<file path="config.mk">
export PLATFORM = sky130hd
export DESIGN_NAME = hab_top
export DESIGN_NICKNAME = d
export VERILOG_FILES = /design/src/rtl/hab_pkg.sv /design/src/rtl/hab_sync.sv /design/src/rtl/hab_shifter.sv /design/src/rtl/hab_decoder.sv /design/src/rtl/hab_top.sv
export SDC_FILE = /design/constraint.sdc
export NUM_CORES = 1
export LEC_CHECK = 0
export ABC_AREA = 0
export CAP_MARGIN = 25
export CORE_ASPECT_RATIO = 0.7
export CORE_MARGIN = 2
export CORE_UTILIZATION = 40
export DETAILED_ROUTE_END_ITERATION = 16
export PLACE_DENSITY = 0.57
export REMOVE_ABC_BUFFERS = 1
export SLEW_MARGIN = 20
export SYNTH_ARGS = -nofsm -noshare
export SYNTH_HDL_FRONTEND = slang
export SYNTH_SLANG_ARGS = --single-unit
</file>
<file path="constraint.sdc">
create_clock -name clk -period 1.9 [get_ports clk]
set_input_delay 0.285 -clock clk [delete_from_list [all_inputs] [get_ports clk]]
set_output_delay 0.285 -clock clk [all_outputs]
set_load 0.005 [all_outputs]
</file>
<file path="src/rtl/hab_pkg.sv">
package hab_pkg;
  localparam int unsigned TYPE_W   = 2;
  localparam int unsigned DEV_W    = 6;
  localparam int unsigned BYTE_W   = TYPE_W + DEV_W;
  localparam int unsigned READ_BIT = 1;

  typedef logic [TYPE_W-1:0] xfer_type_t;
  typedef logic [DEV_W-1:0]  dev_addr_t;

  typedef struct packed {
    dev_addr_t  dev;
    xfer_type_t kind;
  } addr_byte_t;
endpackage

</file>
<file path="src/rtl/hab_sync.sv">
module hab_sync #(
  parameter int unsigned W      = 3,
  parameter int unsigned STAGES = 2,
  parameter logic [W-1:0] RST_VAL = '0
) (
  input  logic         clk,
  input  logic         rst,
  input  logic [W-1:0] din,
  output logic [W-1:0] dout
);
  logic [W-1:0] stage_q [STAGES];

  always_ff @(posedge clk) begin
    if (rst) stage_q[0] <= RST_VAL;
    else     stage_q[0] <= din;
  end

  generate
    for (genvar s = 1; s < STAGES; s++) begin : g_stage
      always_ff @(posedge clk) begin
        if (rst) stage_q[s] <= RST_VAL;
        else     stage_q[s] <= stage_q[s-1];
      end
    end
  endgenerate

  assign dout = stage_q[STAGES-1];
endmodule

</file>
<file path="src/rtl/hab_shifter.sv">
module hab_shifter #(
  parameter int unsigned BYTE_W = 8
) (
  input  logic              clk,
  input  logic              rst,
  input  logic              rise_i,
  input  logic              mode_i,
  input  logic              data_i,
  output logic [BYTE_W-1:0] byte_o,
  output logic              done_o
);
  localparam int unsigned CNT_W = $clog2(BYTE_W + 1);
  localparam logic [CNT_W-1:0] LAST = CNT_W'(BYTE_W - 1);
  localparam logic [CNT_W-1:0] FULL = CNT_W'(BYTE_W);

  logic [CNT_W-1:0]  cnt_q;
  logic [BYTE_W-1:0] sh_q;
  logic              done_q;

  always_ff @(posedge clk) begin
    if (rst) begin
      cnt_q  <= '0;
      sh_q   <= '0;
      done_q <= 1'b0;
    end else begin
      done_q <= 1'b0;
      if (mode_i) begin
        cnt_q <= '0;
      end else if (rise_i && cnt_q != FULL) begin
        sh_q   <= {data_i, sh_q[BYTE_W-1:1]};
        cnt_q  <= cnt_q + 1'b1;
        done_q <= (cnt_q == LAST);
      end
    end
  end

  assign byte_o = sh_q;
  assign done_o = done_q;

  a_r10_cnt_bounded: assert property (@(posedge clk) disable iff (rst)
    cnt_q <= FULL);
  a_r10_single_done: assert property (@(posedge clk) disable iff (rst)
    done_q |=> !done_q);
  a_r7_done_needs_low_mode: assert property (@(posedge clk) disable iff (rst)
    (mode_i && !done_q) |=> !done_q);
endmodule

</file>
<file path="src/rtl/hab_decoder.sv">
module hab_decoder
  import hab_pkg::*;
#(
  parameter dev_addr_t ADDR_LO = 6'd1,
  parameter dev_addr_t ADDR_HI = 6'd2
) (
  input  logic       clk,
  input  logic       rst,
  input  logic       done_i,
  input  addr_byte_t byte_i,
  input  logic       addr_sel_i,
  output logic       sel_o,
  output xfer_type_t type_o,
  output logic       oe_o
);
  dev_addr_t  own_addr;
  logic       match;
  logic       sel_q, oe_q;
  xfer_type_t type_q;

  assign own_addr = addr_sel_i ? ADDR_HI : ADDR_LO;
  assign match    = (byte_i.dev == own_addr) && (byte_i.dev != '0);

  always_ff @(posedge clk) begin
    if (rst) begin
      sel_q  <= 1'b0;
      oe_q   <= 1'b0;
      type_q <= '0;
    end else if (done_i) begin
      if (match) begin
        sel_q  <= 1'b1;
        type_q <= byte_i.kind;
        oe_q   <= byte_i.kind[READ_BIT];
      end else begin
        sel_q  <= 1'b0;
        type_q <= '0;
        oe_q   <= 1'b0;
      end
    end
  end

  assign sel_o  = sel_q;
  assign type_o = type_q;
  assign oe_o   = oe_q;

  a_r1_reset_clears: assert property (@(posedge clk)
    rst |=> (!sel_q && !oe_q && type_q == '0));
  a_r6_dummy_deselects: assert property (@(posedge clk) disable iff (rst)
    (done_i && byte_i.dev == '0) |=> (!sel_q && !oe_q));
  a_r5_mismatch_releases: assert property (@(posedge clk) disable iff (rst)
    (done_i && byte_i.dev != own_addr) |=> (!sel_q && !oe_q));
  a_r7_hold_without_done: assert property (@(posedge clk) disable iff (rst)
    !done_i |=> ($stable(sel_q) && $stable(type_q) && $stable(oe_q)));
endmodule

</file>
<file path="src/rtl/hab_top.sv">
module hab_top
  import hab_pkg::*;
#(
  parameter int unsigned SYNC_STAGES = 2,
  parameter dev_addr_t   ADDR_LO     = 6'd1,
  parameter dev_addr_t   ADDR_HI     = 6'd2
) (
  input  logic              clk,
  input  logic              rst,
  input  logic              bus_sclk_i,
  input  logic              bus_mode_i,
  input  logic              bus_data_i,
  input  logic              addr_sel_i,
  output logic              sel_o,
  output logic [TYPE_W-1:0] xfer_type_o,
  output logic              data_oe_o,
  output logic              xfer_stb_o,
  output logic              xfer_bit_o
);
  localparam int unsigned BUS_W = 3;

  logic [BUS_W-1:0] bus_s;
  logic s_sclk, s_mode, s_data;
  logic sclk_d_q, rise;
  logic [BYTE_W-1:0] rx_byte;
  logic rx_done;
  logic sel;
  logic stb_q, bit_q;

  hab_sync #(.W(BUS_W), .STAGES(SYNC_STAGES), .RST_VAL(3'b010)) u_sync (
    .clk  (clk),
    .rst  (rst),
    .din  ({bus_sclk_i, bus_mode_i, bus_data_i}),
    .dout (bus_s)
  );

  assign {s_sclk, s_mode, s_data} = bus_s;

  always_ff @(posedge clk) begin
    if (rst) sclk_d_q <= 1'b0;
    else     sclk_d_q <= s_sclk;
  end

  assign rise = s_sclk && !sclk_d_q;

  hab_shifter #(.BYTE_W(BYTE_W)) u_shift (
    .clk    (clk),
    .rst    (rst),
    .rise_i (rise),
    .mode_i (s_mode),
    .data_i (s_data),
    .byte_o (rx_byte),
    .done_o (rx_done)
  );

  hab_decoder #(.ADDR_LO(ADDR_LO), .ADDR_HI(ADDR_HI)) u_dec (
    .clk        (clk),
    .rst        (rst),
    .done_i     (rx_done),
    .byte_i     (addr_byte_t'(rx_byte)),
    .addr_sel_i (addr_sel_i),
    .sel_o      (sel),
    .type_o     (xfer_type_o),
    .oe_o       (data_oe_o)
  );

  always_ff @(posedge clk) begin
    if (rst) begin
      stb_q <= 1'b0;
      bit_q <= 1'b0;
    end else begin
      stb_q <= sel && rise && s_mode;
      if (rise) bit_q <= s_data;
    end
  end

  assign sel_o      = sel;
  assign xfer_stb_o = stb_q;
  assign xfer_bit_o = bit_q;

  a_r9_stb_only_selected: assert property (@(posedge clk) disable iff (rst)
    xfer_stb_o |-> $past(sel_o));
  a_r9_stb_single: assert property (@(posedge clk) disable iff (rst)
    xfer_stb_o |=> !xfer_stb_o);
  a_r8_oe_follows_sel: assert property (@(posedge clk) disable iff (rst)
    $fell(sel_o) |-> !data_oe_o);
endmodule

</file>
======== Yosys cells after proc, flatten, opt, wreduce, memory -nomap -nowiden ========
Memory sizes are Yosys's and may differ from the RTL's.
Index checks and enable logic that the tools add are counted.
cells by class
  add/sub/neg operators ................... 1
  eq/ne operators ......................... 3
  mux-type cells .......................... 9
  bitwise operators ....................... 4
  reductions and logical operators ........ 10
operator list
  operator               count
  $eq A6 B6 Y1           1
  $mux W3                2
  $reduce_bool A6 Y1     1
  $logic_and A1 B1 Y1    5
  $mux W1                5
  $add A4 B1 Y4 const B  1
  $eq A4 B3 Y1 const B   1
  $mux W2                2
  $ne A4 B4 Y1 const B   1
  $reduce_or A3 Y1       1
  $not A1 Y1             2
  $or A1 B1 Y1           2
  $reduce_and A2 Y1      1
  $reduce_or A2 Y1       1
  $logic_not A1 Y1       1
storage, ports and cells
  register bits after elaboration ......... 20
  RAM bits ................................ 6
  input port bits ......................... 6
  output and inout bits ................... 6
  logic and storage cells ................. 37
  memories kept ........................... 1
memory list
  memory          depth  width  rd ports  clocked after memory_dff  write ports  line            source
  u_sync.stage_q  2      3      2         0                         2            hab_sync.sv:11  logic [W-1:0] stage_q [STAGES];

======== Logic depth before layout (Yosys ltp) ========
  depth after elaboration ................. 5
  depth in mapped cells ................... 6
  gate-level depth less buffers ........... 5

======== Modules after synthesis ========
Synthesis repeated with hierarchy kept, for this count alone.
second synthesis, totals
  cell total of the unflattened synthesis .. 92
  area total of the unflattened synthesis .. 1,003.5 µm²
by module, submodules not included
  module       times used  cells each  area an instance (µm²)
  hab_shifter  1           58          594.3
  hab_sync     1           12          157.7
  hab_decoder  1           13          138.9
  hab_top      1           9           112.6

======== Least setup slack after synthesis ========
OpenSTA, ideal clock, no wires.
  kind .................................... reg2reg
  start point ............................. register u_shift.cnt_q[0]
  end point ............................... register u_shift.sh_q[4] (netlist: u_shift.byte_o[4])
  setup time .............................. 118 ps
  arrival ................................. 1,363 ps
  required time ........................... 1,782 ps
  slack ................................... 419 ps
  cell stages (with the launch flop) ...... 7
  path buffers ............................ 1
  clock period less this slack ............ 1,481 ps
  path through ............................ dfxtp_1 -> inv_1 -> ha_1 -> and3b_2 -> or3_1 -> buf_6 -> mux2i_1
between the ends
  word-level cells in the longest chain between the ends .. 3
ends and longest elaborated chain
  element                             line               source
  from (decl)                         hab_shifter.sv:16  logic [CNT_W-1:0] cnt_q;
  from (signal assigned)              hab_shifter.sv:31  cnt_q <= cnt_q + 1'b1;
  $ne A4 B4 Y1                        hab_shifter.sv:29  end else if (rise_i && cnt_q != FULL) begin
  $logic_and A1 B1 Y1                 hab_shifter.sv:29
  $reduce_and A2 Y1 (no source line)  n/a
  to (signal assigned)                hab_shifter.sv:30  sh_q <= {data_i, sh_q[BYTE_W-1:1]};
  to (decl)                           hab_shifter.sv:17  logic [BYTE_W-1:0] sh_q;
Every way passes these cells.
A chain may end at the register's enable or synchronous reset.

======== Worst setup path after layout ========
  start point ............................. register u_shift.cnt_q[0]
  end point ............................... register u_shift.sh_q[0] (netlist: u_shift.byte_o[0])
Same word-level chain as after synthesis.

==> results.json <==
{
  "status": "complete, no violations",
  "power_mw": 0.789,
  "switching_share_pct": 20.1,
  "place_ws_ns": 0.278,
  "cts.sinks": 25,
  "fmax_ghz": 0.611,
  "slowest_delay_ns": 0.45,
  "syn_area_per_cell_um2": 10.1,
  "cts_buffer_depth": 2,
  "worstHoldPathType": "reg2reg",
  "largest_register_ffs": 8,
  "critical_path_class": "reg2reg",
  "holdPathEnd": "u_sync.stage_q[1][1]",
  "rows": 15,
  "layout_setup_ws_ns": 0.264,
  "grt_pass1_wl_mm": 2.73,
  "crit_chain": "inv_1, ha_1, and3b_2, or3_1, mux2i_1",
  "coreArea_um2": 2400,
  "overflow": 0,
  "antenna_found_initial": 0,
  "hpwl_mm": 1.19,
  "reg2reg_from": "u_shift.cnt_q[0]",
  "p_int_mw": 0.631,
  "ys_seq_elements": 25,
  "ant_nets": 0,
  "tightest_slew_ns": 0.448,
  "critPathLaunchType": "flop",
  "grt_max_degree": 22,
  "hold_buffers": 0,
  "cts_made_buffers": 3,
  "gr-usage-met3_pct": 5.94,
  "syn2layout_area_growth_pct": 16.1,
  "hold_viol": 0,
  "initial_core_util_pct": 41.4,
  "slew_viol_final": 0,
  "ff2ff_setup_slack_ns": 0.26,
  "worstPathArrival_ns": 1.84,
  "setup_violations": 0,
  "pin_count": 12,
  "drt-wirelength-per-cell_um": 11.3,
  "drcViolationCount": 0,
  "final_cells": 144,
  "cts_resized": 0,
  "pwr-share-comb_pct": 4.0,
  "routed_via_density": 4.76,
  "postSynthCellCount": 98,
  "crit_fanout": 5,
  "finalWirelength_mm": 1.62,
  "cts_setup_buffers": 0,
  "place_inst": 140,
  "drv_cap": 0,
  "skew_ns": 0.00603,
  "crit_slowest_cell": "or3_1",
  "rsz0062_at_grt": "no",
  "drtIter0Drc": 55,
  "slew_headroom_pct": 69.9,
  "clkPwrFrac_pct": 28.3,
  "clk-insertion-delay-late_ns": 0.30,
  "yosysUniqueCellTypes": 27,
  "drive_above_1_share_pct": 8.18,
  "place.gp.congestion": 0.693,
  "cp-end-kind": "flop",
  "timing.hold.ws_ns": 0.426,
  "cp.required_ns": 2.10,
  "yosysSeqAreaShare_pct": 50.4,
  "vdd_ir_drop_max_mv": 0.403,
  "min_period_over_period_pct": 86.1,
  "first_pass_iters": 4,
  "htreeDepth": 1,
  "whs_path_depth": 1,
  "p_switching_mw": 0.158,
  "fin_crit_ns": 1.64,
  "r2r-end": "u_shift.byte_o[0]",
  "seq_power_share_pct": 67.7,
  "p_per_area_nw_per_um2": 684,
  "clkSlewWorstSetupHoldPaths_ns": 0.13,
  "grt_pass1_vias": 601,
  "cts_tree": "built",
  "cts-root-buf": "clkbuf_4",
  "leakage_nw": 0.410,
  "dieArea_um2": 2900,
  "port_buffers": 11,
  "reg2reg_depth": 5,
  "grt-busiest-layer": "met2",
  "antenna_cells": 0,
  "grt_use_total_pct": 12.6,
  "met1_usage_pct": 16.5,
  "vias": 685,
  "yosysWarnings": 0,
  "fin_nets": 119,
  "die_y_um": 45.7,
  "die_w_um": 63.6,
  "finalSetupTns_ns": 0,
  "use_met2_pct": 19.2,
  "netlist_area_um2": 993,
  "min_from": "u_sync.stage_q[0][1]"
}
==> cell usage after synthesis <==
cell | n | area share (%)
clkbuf_1 | 2 | 0.76
ha_1 | 2 | 2.5
or2b_1 | 7 | 5.3
nand3_1 | 4 | 2.0
nor3b_1 | 1 | 0.76
or2_2 | 3 | 1.9
o2111ai_1 | 2 | 1.8
buf_4 | 2 | 1.5
nand2b_1 | 6 | 3.8
nand2_1 | 3 | 1.1
and3b_1 | 1 | 0.88
nor2b_1 | 5 | 3.1
nor4b_1 | 1 | 0.88
inv_1 | 3 | 1.1
o21ai_0 | 4 | 2.0
dfxtp_1 | 25 | 50
buf_6 | 1 | 1.1
or4_1 | 1 | 0.76
o211ai_1 | 1 | 0.76
and2b_1 | 1 | 0.76
and3b_2 | 1 | 1.0
a21oi_1 | 8 | 4.0
nor4_1 | 1 | 0.63
nor3_1 | 2 | 1.0
nand3b_1 | 1 | 0.76
mux2i_1 | 8 | 8.1
or3_1 | 2 | 1.3
==> layout by cell type, fill, tap and decap left out <==
cell type        synthesis  routed
or3_1                    2       2
or4_1                    1       1
nor4_1                   1       1
o211ai_1                 1       1
o21ai_0                  4       4
inv_1                    3       3
or2b_1                   7       7
nor3b_1                  1       1
and3b_2                  1       1
and2b_1                  1       1
or2_2                    3       3
ha_1                     2       2
nand2_1                  3       3
dfxtp_1                 25      25
buf_4                    2       2
a21oi_1                  8       8
and3b_1                  1       1
nand2b_1                 6       6
clkbuf_1                 2       1
clkdlybuf4s50_1          0      11
nand3b_1                 1       1
nor3_1                   2       2
clkbuf_4                 0       3
o2111ai_1                2       2
nor2b_1                  5       5
mux2i_1                  8       8
nor4b_1                  1       1
nand3_1                  4       4
==> critical path, delay by kind of cell (launching register included) <==
family | cells | cell delay [ns]
adder cells (fa/ha/maj) | 1 | 0.21
flip-flops | 1 | 0.39
AND/OR/NAND/NOR | 2 | 0.69
buffers and inverters | 1 | 0.07
multiplexers | 1 | 0.17
==> power by group through the flow <==
| stage | sequential (mW) | combinational [mW] | clock [mW] |
|---|---|---|---|
| floorplan | 0.545 | 0.0115 | 0 |
| global placement | 0.545 | 0.0316 | 0 |
| detailed placement | 0.546 | 0.0322 | 0 |
| CTS | 0.534 | 0.0323 | 0.241 |
| global route | 0.535 | 0.0347 | 0.264 |
| finish | 0.534 | 0.0316 | 0.223 |
==> worst max path at each step <==
stage / from / end / cells after the start
final: u_shift.cnt_q[0] / u_shift.byte_o[0] / 5
after global routing: u_shift.cnt_q[0] / u_shift.byte_o[0] / 5
after CTS: u_shift.cnt_q[0] / u_shift.byte_o[0] / 5
after detailed placement: u_shift.cnt_q[0] / u_shift.byte_o[0] / 5
after global placement: u_shift.cnt_q[0] / u_shift.byte_o[3] / 5
after floorplan: u_shift.cnt_q[0] / u_shift.byte_o[0] / 5
==> cell families after synthesis <==
logic type,after synthesis,share of synthesized area [%]
and+or+nand+nor,40,25.9
DFF,25,50.4
AOI/OAI and AO/OA,15,8.57
buffers and inverters,8,4.53
muxes,8,8.06
adders and majority gates,2,2.52
==> metrics by stage <==
step           utilization [%]  cell area, µm²
5_1_grt                   48.0            1150
2_1_floorplan                -             960
3_5_place_dp              46.9            1130
3_3_place_gp              46.9            1130
4_1_cts                   48.0            1150
6_report                  48.0            1150
==> area by class of cell <==
type / instances / area, µm²
fillers: 244 / 1250
flip-flops and latches: 25 / 500
multi-input cells: 65 / 448
repair buffers: 13 / 125
well taps: 34 / 42.5
clock buffers: 4 / 26.3
inverters: 3 / 11.3
==> metal layers <==
| layer | wire length (µm) | vias to the layer above |
|---|---|---|
| met5 | 0 | - |
| met2 | 666 | 15 |
| met3 | 93 | 0 |
| met4 | 0 | 0 |
| met1 | 863 | 306 |
| li1 | - | 364 |
Note: power is estimated with default switching activity, not from simulation.
